==> config.mk <==
export PLATFORM = sky130hd
export DESIGN_NAME = wzc_irq_status
export DESIGN_NICKNAME = d
export VERILOG_FILES = /design/src/rtl/wzc_irq_pkg.sv /design/src/rtl/wzc_status_bank.sv /design/src/rtl/wzc_irq_merge.sv /design/src/rtl/wzc_irq_status.sv
export SDC_FILE = /design/constraint.sdc
export NUM_CORES = 1
export LEC_CHECK = 0
export ABC_AREA = 1
export BUFFER_PORTS_ARGS = -buffer_cell sky130_fd_sc_hd__clkbuf_2
export CAP_MARGIN = 20
export CORE_MARGIN = 2
export CORE_UTILIZATION = 38
export CTS_BUF_LIST = sky130_fd_sc_hd__clkbuf_16
export CTS_CLUSTER_DIAMETER = 200
export DETAILED_ROUTE_END_ITERATION = 12
export HOLD_SLACK_MARGIN = 0.1
export MAX_ROUTING_LAYER = met4
export PLACE_DENSITY = 0.82
export SETUP_SLACK_MARGIN = 0.5
export SLEW_MARGIN = 20
export SYNTH_ARGS = -nofsm -noshare
export SYNTH_HDL_FRONTEND = slang
export SYNTH_SLANG_ARGS = --single-unit
==> constraint.sdc <==
create_clock -name clk -period 1.3 [get_ports clk]
set_input_delay 0.195 -clock clk [delete_from_list [all_inputs] [get_ports clk]]
set_output_delay 0.195 -clock clk [all_outputs]
set_load 0.005 [all_outputs]
==> src/rtl/wzc_irq_pkg.sv <==
package wzc_irq_pkg;

    localparam int REG_W        = 16;
    localparam int PIPE_CNT     = 10;
    localparam int GLOB_CNT     = 2;
    // bit positions in the global view
    localparam int SETUP_ACK_POS = 4;
    localparam int BUS_CHG_POS   = 14;
    // index of each global event inside the compact global bank
    localparam int GIDX_ACK     = 0;
    localparam int GIDX_BUS     = 1;
    localparam int IRQ_SRC_CNT  = PIPE_CNT + GLOB_CNT;

    typedef enum logic {
        VIEW_GLOBAL = 1'b0,
        VIEW_PIPE   = 1'b1
    } view_e;

    typedef struct packed {
        logic             we;
        view_e            view;
        logic [REG_W-1:0] data;
    } reg_wr_t;

    typedef struct packed {
        logic bus_chg;
        logic setup_ack;
    } glob_bits_t;

    // place the compact global bank into its register-view layout
    function automatic logic [REG_W-1:0] glob_view(input glob_bits_t g);
        logic [REG_W-1:0] v;
        v = '0;
        v[SETUP_ACK_POS] = g.setup_ack;
        v[BUS_CHG_POS]   = g.bus_chg;
        return v;
    endfunction

    // pull the global bank's clearing bits out of the view layout
    function automatic glob_bits_t glob_pick(input logic [REG_W-1:0] v);
        glob_bits_t g;
        g.setup_ack = v[SETUP_ACK_POS];
        g.bus_chg   = v[BUS_CHG_POS];
        return g;
    endfunction

endpackage

==> src/rtl/wzc_status_bank.sv <==
module wzc_status_bank #(
    parameter int          WIDTH     = 10,
    parameter logic [31:0] LIVE_MASK = '0
) (
    input  logic             clk,
    input  logic             rst,
    input  logic             clk_supply_on,
    input  logic [WIDTH-1:0] evt,
    input  logic             clr_we,
    input  logic [WIDTH-1:0] clr_data,
    output logic [WIDTH-1:0] stat_q
);

    for (genvar i = 0; i < WIDTH; i++) begin : g_bit
        logic allow;
        logic set_b;
        logic clr_b;

        if (LIVE_MASK[i]) begin : g_live
            assign allow = 1'b1;
        end else begin : g_gated
            assign allow = clk_supply_on;
        end

        assign set_b = allow & evt[i];
        assign clr_b = allow & clr_we & ~clr_data[i];

        always_ff @(posedge clk) begin
            if (rst) begin
                stat_q[i] <= 1'b0;
            end else if (set_b) begin
                stat_q[i] <= 1'b1;
            end else if (clr_b) begin
                stat_q[i] <= 1'b0;
            end
        end
    end

endmodule

==> src/rtl/wzc_irq_merge.sv <==
module wzc_irq_merge #(
    parameter int WIDTH = 12
) (
    input  logic             clk,
    input  logic             rst,
    input  logic [WIDTH-1:0] stat,
    input  logic [WIDTH-1:0] en,
    output logic             irq_q
);

    logic pend;
    assign pend = |(stat & en);

    always_ff @(posedge clk) begin
        if (rst) irq_q <= 1'b0;
        else     irq_q <= pend;
    end

endmodule

==> src/rtl/wzc_irq_status.sv <==
module wzc_irq_status
    import wzc_irq_pkg::*;
(
    input  logic                clk,
    input  logic                rst,
    input  logic                clk_supply_on,
    input  logic                wr_en,
    input  logic                wr_sel,
    input  logic [REG_W-1:0]    wr_data,
    input  logic                rd_sel,
    output logic [REG_W-1:0]    rd_data,
    input  logic [PIPE_CNT-1:0] pipe_rdy_evt,
    input  logic                setup_ack_evt,
    input  logic                bus_chg_evt,
    input  logic [PIPE_CNT-1:0] pipe_en,
    input  logic                setup_ack_en,
    input  logic                bus_chg_en,
    output logic                irq_out
);

    localparam logic [31:0] GLOB_LIVE = 32'(1) << GIDX_BUS;

    reg_wr_t                wr;
    logic [PIPE_CNT-1:0]    pipe_q;
    logic [GLOB_CNT-1:0]    glob_q;
    glob_bits_t             glob_evt;
    glob_bits_t             glob_clr;
    glob_bits_t             glob_en;
    logic                   unused_wbits;

    assign wr.we   = wr_en;
    assign wr.view = view_e'(wr_sel);
    assign wr.data = wr_data;

    assign glob_evt.setup_ack = setup_ack_evt;
    assign glob_evt.bus_chg   = bus_chg_evt;
    assign glob_clr           = glob_pick(wr.data);
    assign glob_en.setup_ack  = setup_ack_en;
    assign glob_en.bus_chg    = bus_chg_en;

    // reserved positions of the write data carry no state
    assign unused_wbits = ^wr.data[REG_W-1:PIPE_CNT];

    wzc_status_bank #(
        .WIDTH    (PIPE_CNT),
        .LIVE_MASK('0)
    ) pipe_bank_i (
        .clk          (clk),
        .rst          (rst),
        .clk_supply_on(clk_supply_on),
        .evt          (pipe_rdy_evt),
        .clr_we       (wr.we && wr.view == VIEW_PIPE),
        .clr_data     (wr.data[PIPE_CNT-1:0]),
        .stat_q       (pipe_q)
    );

    wzc_status_bank #(
        .WIDTH    (GLOB_CNT),
        .LIVE_MASK(GLOB_LIVE)
    ) glob_bank_i (
        .clk          (clk),
        .rst          (rst),
        .clk_supply_on(clk_supply_on),
        .evt          (glob_evt),
        .clr_we       (wr.we && wr.view == VIEW_GLOBAL),
        .clr_data     (glob_clr),
        .stat_q       (glob_q)
    );

    wzc_irq_merge #(
        .WIDTH(IRQ_SRC_CNT)
    ) merge_i (
        .clk  (clk),
        .rst  (rst),
        .stat ({glob_q, pipe_q}),
        .en   ({glob_en, pipe_en}),
        .irq_q(irq_out)
    );

    always_comb begin
        if (view_e'(rd_sel) == VIEW_PIPE) begin
            rd_data = {{(REG_W-PIPE_CNT){1'b0}}, pipe_q};
        end else begin
            rd_data = glob_view(glob_bits_t'(glob_q));
        end
    end

endmodule

Yosys cells after proc, flatten, opt, wreduce, memory -nomap -nowiden
Index checks and enable logic that the tools add are counted.

Input bits: 46. Logic and storage cells: 91. Bits in registers: 13. Output and inout bits: 17.

Mux-type cells: 25. Reductions and logical operators: 15. Bitwise operators: 38.

Operators by type and width (count): $and A1 B1 Y1 (25); $mux W1 (24); $reduce_bool A2 Y1 (12); $mux W15 (1); $and A12 B12 Y12 (1); $not A1 Y1 (12); $reduce_or A12 Y1 (1); $logic_and A1 B1 Y1 (2).

Logic depth before layout (Yosys ltp)
Gate-level depths: netlist (run 1).

Depth in word-level cells: 6. Depth in mapped cells: 6. Gate-level depth less buffers: 6.

Cells and area by module
A second synthesis (run 1) with hierarchy kept.

Cell total of the unflattened synthesis: 136. Area, all modules: 893.4 um^2.

Modules (own cells, without submodules): wzc_status_bank (pipe_bank_i) (times used 1, area each 535.5 um^2, cells each 64, seq. area each 200.2 um^2); wzc_irq_status (times used 1, area each 157.7 um^2, cells each 35, seq. area each 0.0 um^2); wzc_irq_merge (times used 1, area each 117.6 um^2, cells each 26, seq. area each 20.0 um^2); wzc_status_bank (glob_bank_i) (times used 1, area each 82.6 um^2, cells each 11, seq. area each 40.0 um^2).

Worst setup path after synthesis (run 1)
OpenSTA, ideal clock, no wires.

Path type: reg-to-output. From: register pipe_bank_i.stat_q[4]. To: output port rd_data[4]. Path slack: 552 ps. Data arrival time: 553 ps. Stages on the path, launching flop included: 2. Data required time: 1105 ps. Buffers on the path: 0. Cell sequence: dfxtp_1 -> mux2_2.

Longest elaborated chain between the ends: 1.

Ends and longest elaborated chain: from (decl) (line wzc_status_bank.sv:11) `output logic [WIDTH-1:0] stat_q`; from (signal, indexed assignment) (line wzc_status_bank.sv:30) `stat_q[i] <= 1'b0;`; from (signal, indexed assignment) (line wzc_status_bank.sv:32) `stat_q[i] <= 1'b1;`; from (signal, indexed assignment) (line wzc_status_bank.sv:34) `stat_q[i] <= 1'b0;`; $mux W15 (line wzc_irq_status.sv:81) `if (view_e'(rd_sel) == VIEW_PIPE) begin`; to (decl) (line wzc_irq_status.sv:11) `output logic [REG_W-1:0] rd_data,`.

Every way passes these cells.

Worst setup path in the final report (run 1)
Ends and elaborated chain as after synthesis.

==> results of run 1 <==
Yosys cell counts:
master	n	area, um2
buf_2	2	10.01
buf_4	6	45.04
dfxtp_1	13	260.3
a21oi_1	12	60.06
inv_1	14	52.55
o21ai_0	12	60.06
nand3_2	1	10.01
nand3_1	2	10.01
mux2_2	1	11.26
nor2_1	4	15.01
nand2_1	40	150.1
conb_1	1	3.750
stage by stage:
step	setup WS [ns]	hold slack [ns]	instances	instance area, um2
after detailed placement	0.3579	0.4223	183	954.7
after global routing	0.1500	0.1927	193	1117
after global placement	0.3867	0.4178	183	954.7
final	0.1803	0.1704	193	1117
after floorplan	0.5520	0.2641	112	703.2
after CTS	0.1786	0.1676	192	1097
worst max-delay path by stage:
| stage | to | cells past startpoint | from |
|---|---|---|---|
| after floorplan | rd_data[4] | 1 | pipe_bank_i.stat_q[4] |
| after global placement | pipe_bank_i.stat_q[1] | 4 | wr_en |
| after detailed placement | pipe_bank_i.stat_q[7] | 4 | wr_en |
| after CTS | rd_data[4] | 2 | pipe_bank_i.stat_q[4] |
| after global routing | rd_data[4] | 2 | pipe_bank_i.stat_q[4] |
| final | rd_data[4] | 2 | pipe_bank_i.stat_q[4] |
where the power goes:
part	switching, mW	internal [mW]
clock network	0.155	0.404
logic	0.101	0.114
registers	0.0182	0.435
layout by cell type, fill, tap and decap left out, drive strengths merged:
master  Yosys  routed
clkbuf      0      51
buf         8      12
inv        14      15
o21ai      12      12
nand3       3       3
nand2      40      40
conb        1       5
mux2        1       1
dfxtp      13      13
a21oi      12      12
nor2        4       4
cell families (layout without fill, tap and decap cells):
logic type,count (synthesis),count (layout),synth area share
AO/OA/AOI/OAI,24,24,0.1746
other,1,5,0.005449
buffers and inverters,22,78,0.1564
flip-flops,13,13,0.3782
AND/OR/NAND/NOR,47,47,0.2691
multiplexers,1,1,0.01636
worst register-to-register path, delay by kind of cell (launching register included):
kind	cells	cell delay, ns
and+or+nand+nor	5	0.34
DFF	1	0.32
buffers and inverters	3	0.28
flip-flops by register name (all words and copies together) (netlist names):
register	count
glob_bank_i.stat_q	2
pipe_bank_i.stat_q	10
merge_i.irq_q	1
layer usage:
| layer | GRT usage | part of all wire | vias to the layer above |
|---|---|---|---|
| li1 | - | - | 446 |
| met4 | 0.06857 | 0.0051 | 0 |
| met3 | 0.04706 | 0.074 | 2 |
| met1 | 0.1995 | 0.41 | 372 |
| met5 | - | 0 | - |
| met2 | 0.3556 | 0.51 | 39 |
repair_timing:
item	in CTS	in global routing
buffers inserted	5	1
gates resized for setup	15	11
hold buffers	0	0
endpoints found under the setup margin	13	13
pin swaps	6	6
cell type report:
cell class | instances | share of cell area
Inverter | 14 | 0.04703
Timing Repair Buffer | 60 | 0.2968
Clock inverter | 1 | 0.003359
Tap cell | 25 | 0.02800
Multi-Input combinational cell | 77 | 0.3113
Sequential cell | 13 | 0.2464
Clock buffer | 3 | 0.06719
==> metrics.md, run 1 <==
| Metric | Value |
|---|---|
| Half-perimeter wire length after placement | `1.476 mm` |
| Proportion of layout cells with a drive suffix above 1 | `0.5000` |
| Synth Register Bits | `13` |
| Cell count of the worst hold path | `3` |
| First-pass GRT wire length | `2.898 mm` |
| IO buf count | `52` |
| Total area of multi-input combinational cells | `347.8 um2` |
| Initial antenna violation count | `0` |
| Reg2reg start | `pipe_bank_i.stat_q[4]` |
| Setup repair after global routing missed its margin | `yes` |
| Net count of the finished layout | `215` |
| Worst reg2reg path endpoint | `merge_i.irq_q` |
| Hold violation count in the final report | `0` |
| Vias after detailed routing | `859` |
| Startpoint Class | `flip-flop` |
| Total power density per cell area | `1099 nW/um2` |
| Seq. cell area | `275.3 um2` |
| Drt wl/cell | `10.25 um` |
| # diodes | `0` |
| Clock tree root driver cell | `clkbuf_16` |
| Maximum ir drop on the vdd rail | `0.0006289 V` |
| Family with the most delay on the worst path | `flip-flops` |
| Total negative slack for setup checks | `0 ns` |
| Class of the most critical hold timing path | `input port to flip-flop` |
| Floorplan die width | `46.56 um` |
| Maximum clock insertion buffer count | `2` |
| Gp weighted congestion | `0.6876` |
| Syn Std Cell Area | `688.2 um2` |
| Yosys Warn Count | `0` |
| Distinct cell type count after synthesis | `12` |
| Final setup viols | `0` |
| Starting Density | `0.4029` |
| Category of the most critical setup path | `flip-flop to output port` |
| Top fanout value on the critical path | `2` |
| Boundary pin count | `63` |
| Sink Count | `13` |
| Number of DRC markers after the initial detailed-route iteration | `10` |
| Hold worst-path end | `glob_bank_i.stat_q[1]` |
| Fraction of the yosys area taken by sequential cells | `0.3782` |
| Total grt overflow | `0` |
| Sequence of cells on the critical path | `mux2_2 -> clkbuf_2` |
| Max stage delay cell, worst path | `dfxtp_2` |
| Floorplan die area | `2167 um2` |
| Maximum Capacitance Violations | `0` |
| Per-instance average area after synthesis | `6.372 um2` |
| Synth-to-layout area growth | `62.36%` |
| Cells on worst reg2reg path | `8` |
| Via/cell ratio | `4.451` |
| Global-route total usage across every layer | `0.1949` |
| Inserted Clock Buffers | `3` |
| Final Skew | `0.002525 ns` |
| Routed Antenna Nets | `0` |
| Max H-tree Level | `1` |
| Fill cells | `161` |
| TritonCTS clock tree | `done` |
| Run status | `complete, no violations` |
| Clock network latency to the later pin of the worst-skew pair | `0.24 ns` |
| Detailed-route wire length | `1.978 mm` |
| Vias in the first global route | `749` |
| Vert. Die Dim | `46.56 um` |
| Crit path required time | `1.11 ns` |
| Total chip power | `1.228 mW` |
| Type of destination of the critical path | `output port` |
| Maximum number of pins on one net before global-route repair | `14` |
| Row Count | `15` |
| Achievable Freq | `893.1 MHz` |
| Post-detailed-route DRC marker count | `0` |
| Critical path data arrival time | `0.92 ns` |
| Clock slew seen by the registers of the worst setup and hold paths | `0.04 ns` |
| Hold path startpoint | `bus_chg_evt` |
| Final clock period utilization by the worst path | `0.8613` |
| Worst Path Buf+Inv | `1` |
| R2R Setup Slk | `0.26 ns` |
| 1st-pass router iterations | `4` |
| Static Leak | `0.6778 nW` |
| Synth Instances | `108` |
| Crit path largest cell delay | `0.32 ns` |
| Final Core Density | `0.6542` |
| Post-layout min period | `1.120 ns` |
| Area inside the core boundary | `1708 um2` |
| Pins Over Slew Limit | `0` |
No activity file was read; power rests on OpenSTA's default activity.
==> inputs of run 2 (changes only) <==
Settings changed: PLACE_DENSITY 0.82 to 0.79.
Clock period 1.3 ns to 1.4 ns, I/O delays scaled along.
==> run 2 against run 1 <==
Effect of this change:
- combinational power is essentially flat
- critical path depth is the same
- routed wire length grew 2.5%
- core utilization grew 1.9 points
- register-to-register slack gained 0.22 ns
- hold slack gained 0.023 ns
- die area is the same
- cell area grew 2.9%
- sequential power shrank 7.5%
- clock skew grew 0.0015 ns
- critical endpoint unchanged
- largest cell class unchanged
- highest routed layer unchanged
==> metrics.md, run 2 (synthesized netlist as in run 1, its figures left out) <==
| Metric | Value |
|---|---|
| Max H-tree Level | `1 (unchanged)` |
| Run status | `complete, no violations` |
| Hold_ws | `0.1934 ns (+0.02301 ns)` |
| Vias after detailed routing | `886 (+3.1%)` |
| Commonest cells after routing, fill and taps aside | `49 x clkbuf_2, 32 x nand2_1, 13 x inv_1` |
| Instance count after placement with tap cells included | `183 (unchanged)` |
| R2R Setup Slk | `0.48 ns (+0.22 ns)` |
| Maximum ir drop on the vdd rail | `0.0009123 V (+45%)` |
| Total power density per cell area | `1004 nW/um2 (-8.6%)` |
| Clock slew seen by the registers of the worst setup and hold paths | `0.05 ns (about the same)` |
| First-pass GRT wire length | `3.111 mm (+7.3%)` |
| Global-route total usage across every layer | `0.2094 (+0.01450)` |
| Crit path required time | `1.19 ns (+0.08 ns)` |
| TritonCTS clock tree | `done` |
| Floorplan die width | `46.56 um (unchanged)` |
| Detailed-route wire length | `2.027 mm (+2.5%)` |
| Pins Over Slew Limit | `0 (unchanged)` |
| Via/cell ratio | `4.544 (+2.1%)` |
| Top reg by flops | `pipe_bank_i.stat_q` |
| Worst reg2reg path endpoint | `merge_i.irq_q` |
| Final Core Density | `0.6733 (+0.01905)` |
| Gp weighted congestion | `0.7460 (+8.5%)` |
| Area inside the core boundary | `1708 um2 (unchanged)` |
| Row Count | `15 (unchanged)` |
| Category of the most critical setup path | `flip-flop to output port` |
| Hold worst-path end | `glob_bank_i.stat_q[1]` |
| Vias in the first global route | `809 (+8.0%)` |
| Critical path data arrival time | `0.93 ns (about the same)` |
| Post-CTS Hold Fix Bufs | `0 (unchanged)` |
| Total grt overflow | `0 (unchanged)` |
| Inserted Clock Buffers | `3 (unchanged)` |
| # diodes | `0 (unchanged)` |
| Sequence of cells on the critical path | `mux2_4 -> clkbuf_2` |
| Synth-to-layout area growth | `67.09%` |
| Clock tree root driver cell | `clkbuf_16` |
| Flip-flop count of the largest register, all copies and words added | `10 (unchanged)` |
| Setup repair after global routing missed its margin | `yes` |
| Clock network latency to the later pin of the worst-skew pair | `0.24 ns (about the same)` |
| Cell area after layout | `1150 um2 (+2.9%)` |
| 1st-pass router iterations | `3 (-1)` |
| Type of destination of the critical path | `output port` |
| Max stage delay cell, worst path | `dfxtp_2` |
| Sink Count | `13 (unchanged)` |
| Number of standard cells in the layout, taps in and fillers out | `195 (+1.0%)` |
| Top fanout value on the critical path | `2 (unchanged)` |
| Total chip power | `1.154 mW (-6.0%)` |
| Initial antenna violation count | `0 (unchanged)` |
| Starting Density | `0.4029 (unchanged)` |
| Boundary pin count | `63 (unchanged)` |
| Class of the most critical hold timing path | `input port to flip-flop` |
| Final clock period utilization by the worst path | `0.8135` |
| Regs by FF count | `pipe_bank_i.stat_q x10, glob_bank_i.stat_q x2, merge_i.irq_q x1` |
| Final Skew | `0.004066 ns (+0.001542 ns)` |
| IO buf count | `52 (unchanged)` |
| Half-perimeter wire length after placement | `1.494 mm (+1.2%)` |
| Maximum number of pins on one net before global-route repair | `14 (unchanged)` |
| Final setup viols | `0 (unchanged)` |
| Post-layout min period | `1.139 ns` |
| Total negative slack for setup checks | `0 ns (unchanged)` |
| Post-placement worst setup slack | `0.4136 ns (+0.05578 ns)` |
| Cell count of the worst hold path | `3 (unchanged)` |
| Maximum Capacitance Violations | `0 (unchanged)` |
| Area after detailed placement | `954.7 um2 (unchanged)` |
| Hold path startpoint | `bus_chg_evt` |
| Net count of the finished layout | `217 (+0.93%)` |
| Post-detailed-route DRC marker count | `0 (unchanged)` |
| Static Leak | `0.6909 nW (+1.9%)` |
| Leading cell type in the layout, fill and taps excluded | `clkbuf_2` |
| Reg2reg start | `glob_bank_i.stat_q[0]` |
| Number of DRC markers after the initial detailed-route iteration | `4 (-6)` |
| Cells on worst reg2reg path | `7 (-1)` |
| Crit path largest cell delay | `0.31 ns (about the same)` |
| Floorplan die area | `2167 um2 (unchanged)` |
| Routed Antenna Nets | `0 (unchanged)` |
| Hold violation count in the final report | `0 (unchanged)` |
| Drt wl/cell | `10.39 um (+1.4%)` |
| Achievable Freq | `878.0 MHz` |
| Vert. Die Dim | `46.56 um (unchanged)` |
| Worst setup margin | `0.2611 ns (+0.08079 ns)` |
| Proportion of layout cells with a drive suffix above 1 | `0.5471 (+0.04706)` |
| Maximum clock insertion buffer count | `2 (unchanged)` |
| Startpoint Class | `flip-flop` |
-- run 2: worst max path at each step --
stage / startpoint / endpoint / slack, ns / depth (start not counted)
after CTS: pipe_bank_i.stat_q[4] / rd_data[4] / 0.27 / 2
after floorplan: pipe_bank_i.stat_q[4] / rd_data[4] / 0.64 / 1
after detailed placement: clk_supply_on / pipe_bank_i.stat_q[8] / 0.41 / 4
after global routing: pipe_bank_i.stat_q[4] / rd_data[4] / 0.25 / 2
after global placement: clk_supply_on / pipe_bank_i.stat_q[1] / 0.44 / 4
final: glob_bank_i.stat_q[0] / rd_data[4] / 0.26 / 2
-- run 2: where the power goes --
part           total, mW  internal (mW)  switching, mW  leakage (nW)
clock              0.521          0.376          0.145        0.0423
sequential         0.419          0.404         0.0151         0.112
combinational      0.215          0.114          0.101         0.537
total               1.15          0.893          0.261         0.691
-- run 2: cell type report --
cell class | instances | area, um2
Clock buffer | 3 | 75.07
Clock inverter | 1 | 3.754
Fill cell | 161 | 558.0
Inverter | 14 | 52.55
Multi-Input combinational cell | 77 | 369.1
Sequential cell | 13 | 275.3
Tap cell | 25 | 31.28
Timing Repair Buffer | 62 | 342.8
-- run 2: critical path, delay by kind of cell, from the launching register on --
kind     cells  cell delay [ns]
flops        1             0.31
buf+inv      1             0.11
mux          1             0.27
-- run 2: timing repair --
item / 4_1_cts / 5_1_grt
gates cloned: 0 / 0
setup endpoints to repair: 11 / 12
pin swaps: 1 / 10
setup buffers: 7 / 1
gates resized for setup: 11 / 21
-- run 2: routing by layer --
metal | global-route usage | part of all wire | vias to the layer above
met1 | 0.2151 | 0.38 | 396
met3 | 0.05098 | 0.062 | 4
met2 | 0.3889 | 0.55 | 34
met4 | 0.05714 | 0.010 | 0
li1 | - | - | 452
met5 | - | 0 | -
